--- src/rtl/nvbank_check.sv ---
module nvbank_check #(
  parameter int BANK_BYTES = 8192,
  parameter int ADDR_W = $clog2(BANK_BYTES),
  parameter logic [7:0] SIG_BYTE = 8'h5A,
  parameter int ADLER_MOD = 65521
) (
  input  logic              clk,
  input  logic              rst_n,
  input  logic              start,
  output logic [ADDR_W-1:0] rd_addr,
  input  logic [7:0]        rd_data,
  output logic              done,
  output logic              valid,
  output logic [31:0]       generation
);
  localparam logic [ADDR_W-1:0] LAST = ADDR_W'(BANK_BYTES - 1);
  localparam logic [16:0] MOD17 = 17'(ADLER_MOD);

  logic busy, iss, pend, fin;
  logic [ADDR_W-1:0] a, pa;
  logic [31:0] pi;
  logic sig_ok;
  logic [7:0] ck;
  logic [15:0] hsum;
  logic [31:0] adl_st, gen_st;
  logic [15:0] lo, hi, lo_nx, hi_nx;
  logic [16:0] lo_add, hi_add;
  logic [8:0] f1, f2;
  logic ok_now;

  assign rd_addr = a;
  assign pi = 32'(pa);

  assign lo_add = {1'b0, lo} + {9'b0, rd_data};
  assign lo_nx  = (lo_add >= MOD17) ? 16'(lo_add - MOD17) : lo_add[15:0];
  assign hi_add = {1'b0, hi} + {1'b0, lo_nx};
  assign hi_nx  = (hi_add >= MOD17) ? 16'(hi_add - MOD17) : hi_add[15:0];

  assign f1 = {1'b0, hsum[7:0]} + {1'b0, hsum[15:8]};
  assign f2 = {1'b0, f1[7:0]} + {8'b0, f1[8]};
  assign ok_now = sig_ok && (f2[7:0] == ck) && ({hi, lo} == adl_st);

  always_ff @(posedge clk) begin
    if (!rst_n) begin
      busy <= 1'b0; iss <= 1'b0; pend <= 1'b0; fin <= 1'b0;
      a <= '0; pa <= '0;
      sig_ok <= 1'b0; ck <= '0; hsum <= '0;
      adl_st <= '0; gen_st <= '0;
      lo <= 16'd1; hi <= '0;
      done <= 1'b0; valid <= 1'b0; generation <= '0;
    end else begin
      done <= 1'b0;
      if (start && !busy) begin
        busy <= 1'b1; iss <= 1'b1; a <= '0;
        valid <= 1'b0; generation <= '0;
        lo <= 16'd1; hi <= '0; hsum <= '0;
      end else if (iss) begin
        a <= a + 1'b1;
        if (a == LAST) iss <= 1'b0;
      end
      pend <= iss;
      pa   <= a;
      fin  <= pend && (pa == LAST);
      if (pend) begin
        if (pi == 0) begin
          sig_ok <= (rd_data == SIG_BYTE);
          hsum   <= {8'b0, rd_data};
        end else if (pi == 1) begin
          ck <= rd_data;
        end else if (pi <= 15) begin
          hsum <= hsum + {8'b0, rd_data};
        end else if (pi <= 19) begin
          adl_st <= {adl_st[23:0], rd_data};
        end
        if (pi >= 20) begin
          lo <= lo_nx;
          hi <= hi_nx;
        end
        if (pi >= 20 && pi <= 23) gen_st <= {gen_st[23:0], rd_data};
      end
      if (fin) begin
        busy <= 1'b0;
        done <= 1'b1;
        valid <= ok_now;
        generation <= ok_now ? gen_st : 32'd0;
      end
    end
  end
endmodule


--- config.mk ---
export PLATFORM = sky130hd
export DESIGN_NAME = nvbank_check
export DESIGN_NICKNAME = d
export VERILOG_FILES = /design/src/rtl/nvbank_check.sv
export SDC_FILE = /design/constraint.sdc
export NUM_CORES = 1
export LEC_CHECK = 0
export ABC_AREA = 1
export BUFFER_PORTS_ARGS = -buffer_cell sky130_fd_sc_hd__buf_2
export CAP_MARGIN = 20
export CORE_ASPECT_RATIO = 0.75
export CORE_MARGIN = 4
export CORE_UTILIZATION = 40
export DETAILED_ROUTE_END_ITERATION = 8
export GPL_ROUTABILITY_DRIVEN = 0
export GPL_TIMING_DRIVEN = 0
export PLACE_DENSITY = 0.55
export SETUP_SLACK_MARGIN = 0.05
export SYNTH_ARGS = -nofsm -noshare
export SYNTH_HDL_FRONTEND = slang
export SYNTH_SLANG_ARGS = --single-unit
--- constraint.sdc ---
create_clock -name clk -period 10.7 [get_ports clk]
set_input_delay 1.605 -clock clk [delete_from_list [all_inputs] [get_ports clk]]
set_output_delay 1.605 -clock clk [all_outputs]
set_load 0.005 [all_outputs]
* Yosys cells after proc, flatten, opt, wreduce, memory -nomap -nowiden
Cells that the tools add are included.
** Storage, ports and cells
- Bits in registers :: 185
- Bits of input ports :: 11
- Logic and storage cells :: 76
** Cells by class
- Reduce and logical (&&, ||, !) cells :: 14
- Bitwise gates (word level) :: 4
- Mux-type cells :: 22
- Add/subtract/negate cells :: 8
- Magnitude comparators :: 6
- Eq/ne operators :: 6
** Operators by type and width (number)
- $mux W16 :: 13
- $mux W32 :: 3
- $ge A17 B16 Y1 const B :: 2
- $eq A32 B32 Y1 :: 1
- $logic_not A32 Y1 :: 1
- $sub A16 B16 Y16 const B :: 2
- $eq A13 B13 Y1 const B :: 2
- $le A13 B5 Y1 const B :: 2
- $add A16 B16 Y17 :: 1
- $add A16 B8 Y17 :: 1
- $add A16 B8 Y16 :: 1
- $add A13 B1 Y13 const B :: 1
- $eq A13 B1 Y1 const B :: 1
- $ge A13 B5 Y1 const B :: 1
- $le A13 B4 Y1 const B :: 1
- $add A8 B8 Y9 :: 1
- $add A8 B1 Y8 :: 1
- $eq A8 B7 Y1 const B :: 1
- $eq A8 B8 Y1 :: 1
- $mux W1 :: 6
- $logic_and A1 B1 Y1 :: 5
- $reduce_and A5 Y1 :: 1
- $not A1 Y1 :: 4
- $reduce_and A2 Y1 :: 2
- other kinds (4) :: 5

* Depth between registers and ports, before layout
Gate-level depths: netlist (run 1).
- Depth after elaboration :: 8
- Gate-level depth with buffers :: 39

* Worst setup path before layout (run 1)
OpenSTA, ideal clock, no wires.
- Path type :: input port to flip-flop
- Start point :: input rd_data[0]
- End point :: register hi[10]
- Path slack :: 4.921 ns
- Cell stages on the path :: 34
- Data arrival time :: 5.645 ns
- Cells stage by stage :: ha_1 -> fa_1 -> nand3_1 -> nand3_2 -> xor2_1 -> inv_1 -> o21ai_1 -> nor2_1 -> nand4_1 -> nor2_2 -> nand3_2 -> nand3_4 -> buf_6 -> nand2_2 -> nand2_1 -> ha_1 -> inv_1 -> fa_1 -> inv_1 -> nand3_2 -> nand2_2 -> nand2_1 -> nand3_2 -> nand2_2 -> nor2_1 -> nand3_2 -> nor2_2 -> nand3_2 -> nand3_2 -> buf_6 -> nand2_1 -> xor2_1 -> nand2_1 -> a21oi_1
** On the way
- Word-level cells in the longest chain between the ends :: 8
- Elaborated cells between the ends (all ways) :: 10
** Ends and longest elaborated chain
- start, declared :: RTL line 11 : input logic [7:0] rd_data,
- $add A16 B8 Y17 (*) :: RTL line 34 : assign lo_add = {1'b0, lo} + {9'b0, rd_data};
- $sub A16 B16 Y16 / $ge A17 B16 Y1 (equally long branches) :: RTL line 35 : assign lo_nx = (lo_add >= MOD17) ? 16'(lo_add - MOD17) : lo_add[15:0];
- $mux W16 (*) :: RTL line 35
- $add A16 B16 Y17 (*) :: RTL line 36 : assign hi_add = {1'b0, hi} + {1'b0, lo_nx};
- $sub A16 B16 Y16 / $ge A17 B16 Y1 (equally long branches) :: RTL line 37 : assign hi_nx = (hi_add >= MOD17) ? 16'(hi_add - MOD17) : hi_add[15:0];
- $mux W16 (*) :: RTL line 37
- $mux W16 (*) :: RTL line 75 : if (pi >= 20) begin
- $mux W16 (*) :: RTL line 64 : if (pend) begin
- end signal, assigned :: RTL line 77 : hi <= hi_nx;
- end, declared :: RTL line 26 : logic [15:0] lo, hi, lo_nx, hi_nx;
Mark *: on every way between the ends. The rest lies on a longest branch, timed or not.
A chain may end at the register's enable or synchronous reset.

* Worst setup path in the final report (run 1)
- Start point :: input rd_data[0]
- End point :: register hi[2]
The elaborated chain is that of the path after synthesis.

==> metrics.yaml, run 1 <==
critical_path:
  crit_path_frequent_cell: "nand3_2"
  crit_type: "input port to register"
  cpMaxStageDelayCell: "fa_1"
  arrival_ns: 7.07
  worst-r2r-cell-count: 34
  max_stage_delay_ns: 0.43
  crit_path_start_kind: "input port"
  crit_path_end_kind: "register"
  worst-path-max-fanout: 10
  critPathRequiredTime_ns: 11.08
global_route:
  grt_pass1_vias: 10116
  use_met3_pct: 3.98
  top_usage_layer: "met1"
  overflow: 0
  grtUsageMet2_pct: 31.4
  grt_max_degree: 17
  met1_usage_pct: 35.8
  antenna_found_initial: 0
  grt_pass1_wl_um: 55600
  grt_util_all_layers_pct: 22.5
clock_tree:
  cts.sinks: 185
  tritoncts: "yes"
  cts-resized-gates: 0
  cts_buffer_depth: 2
  cts.clk_slew.worst_paths_ns: 0.07
  clock_latency_ns: 0.45
  cts_buffers: 17
  hold_buffers: 0
  h-tree-depth: 4
  cts_setup_buffers: 0
  clockRootBuffer: "clkbuf_16"
placement:
  post_dp_cell_area_um2: 12000
  io_buffers: 57
  place_ws_ns: 3.65
  hpwlAfterDp_um: 27900
logic_synthesis:
  ys_seq_area_share_pct: 32.9
  syn_nets: 1742
  yosysWarnings: 0
  syn_area_um2: 11300
  postSynthAreaPerCell_um2: 6.72
  syn_inst: 1678
  synth-async-reset-ratio_pct: 0
  ys_seq_elements: 185
  synthDistinctLibCells: 49
  synth_edf_count: 0
  ys.flop_type: "dfxtp_1"
worst_hold_path:
  hold_depth: 2
  hold_class: "register to register"
cells_and_area:
  fillers: 2864
  final_util_pct: 46.2
  final_nets: 1818
  drive_gt1_share_pct: 9.28
  syn_to_final_growth_pct: 12.2
  fin_area_um2: 12600
  n_antenna_cell: 0
pwr:
  leakagePower_nw: 5.68
  p_sw_share_pct: 26.0
  power_density_nw_per_um2: 118
  p_int_w: 0.00110
  p_clk_share_pct: 45.3
  power.switching_w: 0.000388
  pwr-share-comb_pct: 8.2
  irDropWorstVdd_mv: 0.127
  p_seq_share_pct: 46.5
routing:
  avgViaCountPerCell: 5.17
  drc: 0
  detail-route-antenna-nets: 0
  vias: 11099
  routedWlPerCell_um: 16.5
  drt_pass1_iterations: 5
  drtIter0Drc: 826
  wl_um: 35300
sta:
  period_share_pct: 62.5
  timing.slew.headroom_pct: 34.1
  tns_ns: 0
  slew_viol_final: 0
  setup_viol: 0
  fmax_mhz: 149
  skew_ns: 0.0169
  setup_ws_ns: 4.01
  tightest_slew_ns: 0.985
  finalHoldViolCount: 0
  rsz0062_at_grt: "false"
  period_needed_ns: 6.69
die:
  ios: 58
  fp.dieH_um: 153
  die-area_um2: 31000
  chipWidth_um: 202
  core_um2: 27400
  initial_core_util_pct: 41.1
  rows: 52
status:
  outcome: "complete, no violations"
job:
  drv_cap: 0
-- placed cells by master, fill, tap and decap left out, types with 6 or more instances in the layout --
cell type  count
nand2_1      382
inv_1        260
dfxtp_1      185
a21oi_1      161
nor2_1       122
nand3_1      114
o21ai_0       83
buf_2         67
ha_1          49
xor2_1        44
clkbuf_1      42
nor3_1        30
a211oi_1      21
nand4_1       20
nor4_1        19
nand2_2       17
clkbuf_16     17
o22ai_1       13
nand3_2       11
nor2_2        10
xnor2_1       10
o211ai_1       8
o21ai_1        6
-- sequential cells by signal, summed over array words and instances, names as in the netlist, 8 cells and up --
register / cells
generation: 32
pa: 13
ck: 8
rd_addr: 13
hsum: 16
adl_st: 32
hi: 16
gen_st: 32
lo: 16
-- Yosys cell counts, drive strengths merged (19+ instances only) --
library cell | instances | area (µm²)
nand3 | 126 | 698
nor2 | 133 | 532
o21ai | 92 | 472
buf | 19 | 133
nand4 | 20 | 125
a21oi | 167 | 866
dfxtp | 185 | 3700
nand2 | 399 | 1540
ha | 49 | 613
nor3 | 31 | 160
xor2 | 49 | 467
inv | 262 | 983
clkbuf | 39 | 146
a211oi | 21 | 158
nor4 | 19 | 119
-- worst paths after layout --
| check | slack, ns | startpoint | endpoint |
|---|---|---|---|
| setup reg to reg | 5.01 | lo[0]$_SDFF_PN1_ | hi[2]$_SDFF_PN0_ |
| hold reg to reg | 0.45 | gen_st[31]$_SDFFE_PN0P_ | gen_st[31]$_SDFFE_PN0P_ |
| setup / recovery | 4.01 | rd_data[0] | hi[2]$_SDFF_PN0_ |
| hold / removal | 0.45 | gen_st[31]$_SDFFE_PN0P_ | gen_st[31]$_SDFFE_PN0P_ |
-- area by class of cell --
type	instances	area, µm²	area share (%)
Multi-Input combinational cell	1173	6300	49.9
Clock buffer	21	450	3.56
Sequential cell	185	3700	29.3
Timing Repair Buffer	57	285	2.26
Clock inverter	11	163	1.29
Buffer	58	279	2.21
Tap cell	378	473	3.74
Inverter	262	983	7.78
-- critical path, delay by kind of cell --
| family | cells | cell delay [ns] |
|---|---|---|
| AND/OR/NAND/NOR | 21 | 2.60 |
| XOR/XNOR | 2 | 0.40 |
| AO/OA/AOI/OAI | 2 | 0.24 |
| buffers and inverters | 6 | 0.84 |
| adder cells (fa/ha/maj) | 4 | 1.34 |
-- metal layers --
metal / vias to the layer above / wire, µm
met5: - / 0
met4: 0 / 346
met3: 29 / 2440
met2: 316 / 13800
met1: 5152 / 18800
li1: 5602 / -
-- through the flow --
stage,total power (W),hold slack [ns],cells
after floorplan,0.000789,0.424,1678
after global placement,0.000830,0.435,2113
after detailed placement,0.000830,0.440,2113
after CTS,0.00150,0.451,2145
after global routing,0.00155,0.475,2145
final,0.00149,0.449,2145
-- power by group through the flow --
stage | Sequential, W | Clock (W) | Combinational [W]
floorplan | 0.000709 | 0 | 0.0000807
global placement | 0.000709 | 0 | 0.000120
detailed placement | 0.000710 | 0 | 0.000121
CTS | 0.000693 | 0.000687 | 0.000121
global route | 0.000694 | 0.000716 | 0.000136
finish | 0.000693 | 0.000676 | 0.000122
-- logic make-up after synthesis --
logic type / count (synthesis) / synth area share, %
xor gates and xnor gates: 60 / 5.13
adders and majority gates: 53 / 6.15
buffers and inverters: 320 / 11.2
and+or+nand+nor: 738 / 28.8
DFF: 185 / 32.9
AOI/OAI and AO/OA: 322 / 15.9
(Power assumes the default switching activity.)
==> run 2: changes to the inputs <==
--- a/config.mk
+++ b/config.mk
@@ -5,7 +5,7 @@
 export SDC_FILE = /design/constraint.sdc
 export NUM_CORES = 1
 export LEC_CHECK = 0
-export ABC_AREA = 1
+export ABC_AREA = 0
 export BUFFER_PORTS_ARGS = -buffer_cell sky130_fd_sc_hd__buf_2
 export CAP_MARGIN = 20
 export CORE_ASPECT_RATIO = 0.75
==> constraint.sdc (replaced) <==
create_clock -name clk -period 6.44 [get_ports clk]
set_input_delay 0.966 -clock clk [delete_from_list [all_inputs] [get_ports clk]]
set_output_delay 0.966 -clock clk [all_outputs]
set_load 0.005 [all_outputs]
==> run 2 against run 1 <==
Against the previous run:
- synthesized area down 7.3%
- count of clock-buffer cells in the layout fell by 3
- register-to-register slack worse by 4.3 ns
- largest cell class unchanged
- largest power group unchanged
- highest routed layer is now met5
==> metrics.yaml, run 2 <==
worst_hold_path:
  hold_end: "valid$_SDFFE_PN0P_"
  hold_start: "valid$_SDFFE_PN0P_"
  hold_depth: 1  # -1
  hold_class: "register to register"
clock_tree:
  tritoncts: "yes"
  hold_buffers: 0  # unchanged
  cts.clk_slew.worst_paths_ns: 0.08  # about the same
  cts_buffer_depth: 2  # unchanged
  clock_latency_ns: 0.45  # about the same
  clockRootBuffer: "clkbuf_16"
  h-tree-depth: 4  # unchanged
  cts.sinks: 185  # unchanged
  cts_buffers: 17  # unchanged
cells_and_area:
  final_nets: 1385  # -24%
  n_antenna_cell: 0  # unchanged
  instances_no_fill: 1672  # -22%
  syn_to_final_growth_pct: 14.5
  mostFrequentLayoutCell: "nand2_1"
  top_regs: "adl_st (32), gen_st (32), generation (32)"
  final_cell_mix: "199 x nand2_1, 185 x dfxtp_1, 77 x nor2_1, 68 x a21boi_0, 63 x buf_2"
  final_util_pct: 47.2  # +1.0 points
  drive_gt1_share_pct: 11.6  # +2.3 points
pwr:
  leakagePower_nw: 4.65  # -18%
  irDropWorstVdd_mv: 0.169  # +33%
  power_density_nw_per_um2: 202  # +71%
  power.total_w: 0.00241  # +62%
critical_path:
  reg2reg_to: "hi[13]$_SDFF_PN0_"
  worst-path-max-fanout: 7  # -3
  arrival_ns: 6.49  # -0.58 ns
  crit_path_start_kind: "input port"
  worst-r2r-cell-count: 25  # -26%
  r2r_slack_ns: 0.69  # -4.32 ns
  cpMaxStageDelayCell: "a311o_2"
  crit_path_end_kind: "register"
  crit_type: "input port to register"
  crit_path_frequent_cell: "buf_2"
  critPathRequiredTime_ns: 6.79  # -4.29 ns
  max_stage_delay_ns: 0.42  # about the same
  r2r-start: "lo[0]$_SDFF_PN1_"
sta:
  finalHoldViolCount: 0  # unchanged
  rsz0062_at_grt: "false"
  fmax_mhz: 163
  tightest_slew_ns: 0.851  # -0.134 ns
  skew_ns: 0.0127  # -0.00416 ns
  setup_viol: 0  # unchanged
  timing.hold.ws_ns: 0.445  # -0.00380 ns
  setup_ws_ns: 0.294  # -3.71 ns
  timing.slew.headroom_pct: 42.6  # +8.6 points
  period_needed_ns: 6.15
  slew_viol_final: 0  # unchanged
  period_share_pct: 95.4
global_route:
  grt_pass1_wl_um: 46900  # -16%
  grt_util_all_layers_pct: 20.4  # -2.1 points
  grt_max_degree: 18  # +1
  overflow: 0  # unchanged
  grt_pass1_vias: 8206  # -19%
  antenna_found_initial: 1  # +1
die:
  fp.dieH_um: 148  # -3.5%
  chipWidth_um: 195  # -3.6%
  rows: 50  # -3.8%
  ios: 58  # unchanged
  initial_core_util_pct: 41.2  # +0.077 points
  core_um2: 25300  # -7.5%
  die-area_um2: 28800  # -7.0%
logic_synthesis:
  synth-async-reset-ratio_pct: 0  # unchanged
  synth_top_cell_by_area: "dfxtp_1"
  syn_nets: 1302  # -25%
  syn_inst: 1238  # -26%
  synth_common_cells: "199 x nand2_1, 185 x dfxtp_1, 78 x nor2_1, 68 x a21boi_0, 63 x xnor2_1"
  synth_edf_count: 0  # unchanged
  postSynthAreaPerCell_um2: 8.44  # +26%
  ys_seq_area_share_pct: 35.5  # +2.6 points
  syn_area_um2: 10400  # -7.3%
  yosysWarnings: 0  # unchanged
  ys_seq_elements: 185  # unchanged
  synth_top_area_share_pct: 35.5  # +2.6 points
  synthDistinctLibCells: 84  # +71%
  yosysMostFrequentCell: "nand2_1"
  ys.flop_type: "dfxtp_1"
  yosys-top-cells-area: "dfxtp_1 35%, nand2_1 7.2%, ha_1 5.9%"
routing:
  drt_pass1_iterations: 5  # unchanged
  routedWlPerCell_um: 17.8  # +8.1%
  vias: 9099  # -18%
  drc: 0  # unchanged
  detail-route-antenna-nets: 0  # unchanged
  drtIter0Drc: 727  # -12%
  avgViaCountPerCell: 5.44  # +5.2%
  wl_um: 29700  # -16%
placement:
  place_ws_ns: -0.823  # -4.48 ns
  dp_cells: 1632  # -23%
  io_buffers: 56  # -1.8%
  hpwlAfterDp_um: 22600  # -19%
job:
  drv_cap: 0  # unchanged
status:
  outcome: "complete, no violations"
-- run 2: cell count changes in the layout (fill, tap and decap cells not counted), moves of 23 or more --
cell	before	now
nor2b_1	0	23
a22o_1	0	39
nand3_1	114	37
o21ai_0	83	42
a21oi_1	161	48
a21boi_0	2	68
nor2_1	122	77
nand2_1	382	199
xnor2_1	10	59
inv_1	260	29
-- run 2: kinds of logic (layout without fill, tap and decap cells) --
logic type | count (synthesis) | count (layout) | synth area share [%]
AND/OR/NAND/NOR | 477 | 477 | 22.3
multiplexers | 15 | 15 | 1.46
XOR/XNOR | 95 | 95 | 8.24
buffers and inverters | 94 | 190 | 3.77
adder cells (fa/ha/maj) | 53 | 53 | 6.64
flip-flops | 185 | 185 | 35.5
AO/OA/AOI/OAI | 319 | 319 | 22.2
-- run 2: worst max-delay path by stage --
stage               start                 to  slack, ns  cells after the start
6_report       rd_data[0]  hi[13]$_SDFF_PN0_       0.29                     26
5_1_grt        rd_data[0]  hi[13]$_SDFF_PN0_       0.06                     26
4_1_cts        rd_data[0]  hi[13]$_SDFF_PN0_       0.05                     27
3_5_place_dp   rd_data[0]   hi[7]$_SDFF_PN0_      -0.82                     23
3_3_place_gp   rd_data[0]   hi[7]$_SDFF_PN0_      -0.86                     23
2_1_floorplan  rd_data[0]  hi[13]$_SDFF_PN0_       0.41                     24
-- run 2: routing by layer --
| layer | part of all wire, % | GRT usage, % | routed length [µm] |
|---|---|---|---|
| met3 | 4.9 | 4.69 | 1470 |
| met5 | 0.024 | 0 | 7 |
| met2 | 40 | 28.2 | 11900 |
| met1 | 54 | 31.5 | 16000 |
| met4 | 1.2 | 5.06 | 361 |
-- run 2: metrics by stage --
stage	setup TNS, ns	instance area, µm²
CTS	0	11800
floorplan	0	10400
detailed placement	-11.20	11100
global placement	-12.01	11100
finish	0	12000
global route	0	12000
-- run 2: layout make-up --
cell class | count | area, µm²
fillers | 2578 | 13400
well taps | 338 | 423
multi-input cells | 959 | 6470
plain buffers | 63 | 278
clock buffers | 18 | 439
flip-flops and latches | 185 | 3700
repair buffers | 66 | 368
inverters | 29 | 109
clock inverters | 14 | 169
-- run 2: critical path: cells and delay by family --
kind	cells	cell delay [ns]
XOR/XNOR	1	0.19
adder cells (fa/ha/maj)	4	1.28
AND/OR/NAND/NOR	7	1.24
buffers and inverters	5	0.69
AO/OA/AOI/OAI	9	2.10
-- run 2: repair_timing --
action | CTS | global route
gates resized for setup | 6 | 20
pin swaps | 3 | 9
setup endpoints to repair | 16 | 16
setup buffers | 4 | 6
-- run 2: power by group --
group          leakage, nW  switching (W)  internal [W]
Clock                0.292       0.000504      0.000593
Combinational         2.87       0.000106     0.0000571
Sequential            1.49     0.00000415       0.00115
Total                 4.65       0.000614       0.00180
==> run 3: changes to the inputs <==
--- a/config.mk
+++ b/config.mk
@@ -10,11 +10,11 @@
 export CAP_MARGIN = 20
 export CORE_ASPECT_RATIO = 0.75
 export CORE_MARGIN = 4
-export CORE_UTILIZATION = 40
+export CORE_UTILIZATION = 50
 export DETAILED_ROUTE_END_ITERATION = 8
 export GPL_ROUTABILITY_DRIVEN = 0
 export GPL_TIMING_DRIVEN = 0
-export PLACE_DENSITY = 0.55
+export PLACE_DENSITY = 0.66
 export SETUP_SLACK_MARGIN = 0.05
 export SYNTH_ARGS = -nofsm -noshare
 export SYNTH_HDL_FRONTEND = slang
==> run 3 against run 2 <==
Against the previous run:
- non-clock buffer count fell by 4
- final cell count fell by 3.6%
- critical path depth did not move
- combinational power fell by 4%
- core utilization rose by 11 points
- final area fell by 1.0%
- wire length fell by 6.0%
==> metrics.yaml, run 3 (synthesis gave the netlist of run 2 again) <==
pwr:
  p_clk_share_pct: 45.0  # -0.5 points
  power.switching_w: 0.000619  # +0.82%
  leakagePower_nw: 4.64  # -0.34%
  power_density_nw_per_um2: 201  # -0.32%
  p_sw_share_pct: 26.0  # +0.56 points
  p_seq_share_pct: 48.4  # +0.6 points
  pwr-share-comb_pct: 6.6  # -0.2 points
  p_int_w: 0.00176  # -2.1%
  irDropWorstVdd_mv: 0.143  # -16%
placement:
  dp_cells: 1576  # -3.4%
  post_dp_cell_area_um2: 11100  # -0.63%
  io_buffers: 56  # unchanged
  hpwlAfterDp_um: 20900  # -7.5%
critical_path:
  max_stage_delay_ns: 0.41  # about the same
  critPathRequiredTime_ns: 6.77  # -0.02 ns
  crit_type: "input port to register"
  crit_path_frequent_cell: "buf_2"
  cpMaxStageDelayCell: "fa_1"
  r2r-start: "lo[0]$_SDFF_PN1_"
  cp-startpoint: "rd_data[0]"
  crit_path_end_kind: "register"
  arrival_ns: 6.46  # -0.03 ns
  crit_path_start_kind: "input port"
  worst-path-max-fanout: 7  # unchanged
routing:
  wl_um: 28000  # -6.0%
  drc: 0  # unchanged
  vias: 9243  # +1.6%
  detail-route-antenna-nets: 0  # unchanged
  avgViaCountPerCell: 5.73  # +5.4%
  drtIter0Drc: 854  # +17%
  drt_pass1_iterations: 7  # +2
  routedWlPerCell_um: 17.3  # -2.5%
clock_tree:
  cts.clk_slew.worst_paths_ns: 0.07  # about the same
  cts_buffer_depth: 2  # unchanged
  h-tree-depth: 4  # unchanged
  cts_buffers: 17  # unchanged
  tritoncts: "yes"
  hold_buffers: 0  # unchanged
  clock_latency_ns: 0.44  # about the same
  clockRootBuffer: "clkbuf_16"
  cts.sinks: 185  # unchanged
global_route:
  grt_util_all_layers_pct: 23.4  # +3.0 points
  grt_pass1_vias: 8371  # +2.0%
  grt_pass1_wl_um: 44200  # -5.8%
  antenna_found_initial: 1  # unchanged
  overflow: 0  # unchanged
  grt_max_degree: 20  # +2
sta:
  period_share_pct: 95.3  # -0.18 points
  period_needed_ns: 6.13  # -0.0116 ns
  tightest_slew_ns: 0.950  # +0.0985 ns
  timing.slew.headroom_pct: 36.0  # -6.6 points
  slew_viol_final: 0  # unchanged
  skew_ns: 0.0141  # +0.00139 ns
  rsz0062_at_grt: "false"
  setup_viol: 0  # unchanged
  fmax_mhz: 163  # +0.19%
  timing.hold.ws_ns: 0.457  # +0.0117 ns
  finalHoldViolCount: 0  # unchanged
die:
  core_um2: 20400  # -20%
  die-area_um2: 23300  # -19%
  chipWidth_um: 175  # -10%
  ios: 58  # unchanged
  rows: 45  # -10%
  initial_core_util_pct: 51.2  # +10 points
  fp.dieH_um: 133  # -10%
cells_and_area:
  n_antenna_cell: 0  # unchanged
  instances_no_fill: 1612  # -3.6%
  regArea_um2: 3700  # unchanged
  multi_input_area_um2: 6460  # -0.21%
  final_nets: 1381  # -0.29%
  final_cell_mix: "199 x nand2_1, 185 x dfxtp_1, 76 x nor2_1, 68 x a21boi_0, 63 x buf_2"
  mostFrequentLayoutCell: "nand2_1"
  fin_area_um2: 11800  # -1.0%
  drive_gt1_share_pct: 11.1  # -0.49 points
  syn_to_final_growth_pct: 13.3
  top_regs: "adl_st (32), gen_st (32), generation (32)"
  fillers: 1855  # -28%
worst_hold_path:
  hold_class: "register to register"
  hold_start: "valid$_SDFFE_PN0P_"
status:
  outcome: "complete, no violations"
job:
  drv_cap: 0  # unchanged
==> run 3: power by group through the flow <==
stage               Sequential, W  Combinational (W)  Clock, W
detailed placement        0.00118           0.000151         0
CTS                       0.00115           0.000154   0.00108
global route              0.00115           0.000173   0.00112
finish                    0.00115           0.000157   0.00107
global placement          0.00118           0.000150         0
floorplan                 0.00118           0.000107         0
==> run 3: worst max-delay path: cells and delay by family <==
family,cells,cell delay (ns)
adder cells (fa/ha/maj),4,1.29
XOR/XNOR,1,0.18
buffers and inverters,5,0.69
AND/OR/NAND/NOR,7,1.25
AO/OA/AOI/OAI,9,2.06
==> run 3: cell type report <==
type	count	share of cell area, %
multi-input cells	959	54.6
flip-flops and latches	185	31.3
clock buffers	17	3.59
well taps	282	2.98
repair buffers	62	2.85
plain buffers	63	2.35
clock inverters	15	1.46
inverters	29	0.920
==> run 3: metrics by stage <==
step / setup TNS, ns / setup WS (ns) / total power, W / util (%)
after floorplan: 0 / 0.408 / 0.00128 / -
after global placement: -9.05 / -0.687 / 0.00133 / 54.4
after detailed placement: -8.83 / -0.715 / 0.00133 / 54.4
after CTS: 0 / 0.0876 / 0.00239 / 57.6
after global routing: 0 / 0.0885 / 0.00245 / 58.1
final: 0 / 0.306 / 0.00238 / 58.1
==> run 3: metal layers <==
layer  part of all wire, %  global-route usage [%]
met1                    51                    35.8
met2                    41                    33.8
met3                   7.1                    4.71
met4                   1.2                    5.19
met5                 0.025                       0
==> run 3: repair_timing <==
action	4_1_cts	5_1_grt
setup endpoints to repair	15	16
pin swaps	2	4
gates resized for setup	6	16
setup buffers	3	3
endpoints found under the hold margin	0	0
==> run 3: final timing paths <==
check / to / slack, ns / cells past startpoint
setup reg to reg: hi[13]$_SDFF_PN0_ / 0.70 / 25
hold reg to reg: valid$_SDFFE_PN0P_ / 0.46 / 1
setup / recovery: hi[13]$_SDFF_PN0_ / 0.31 / 26
hold / removal: valid$_SDFFE_PN0P_ / 0.46 / 1
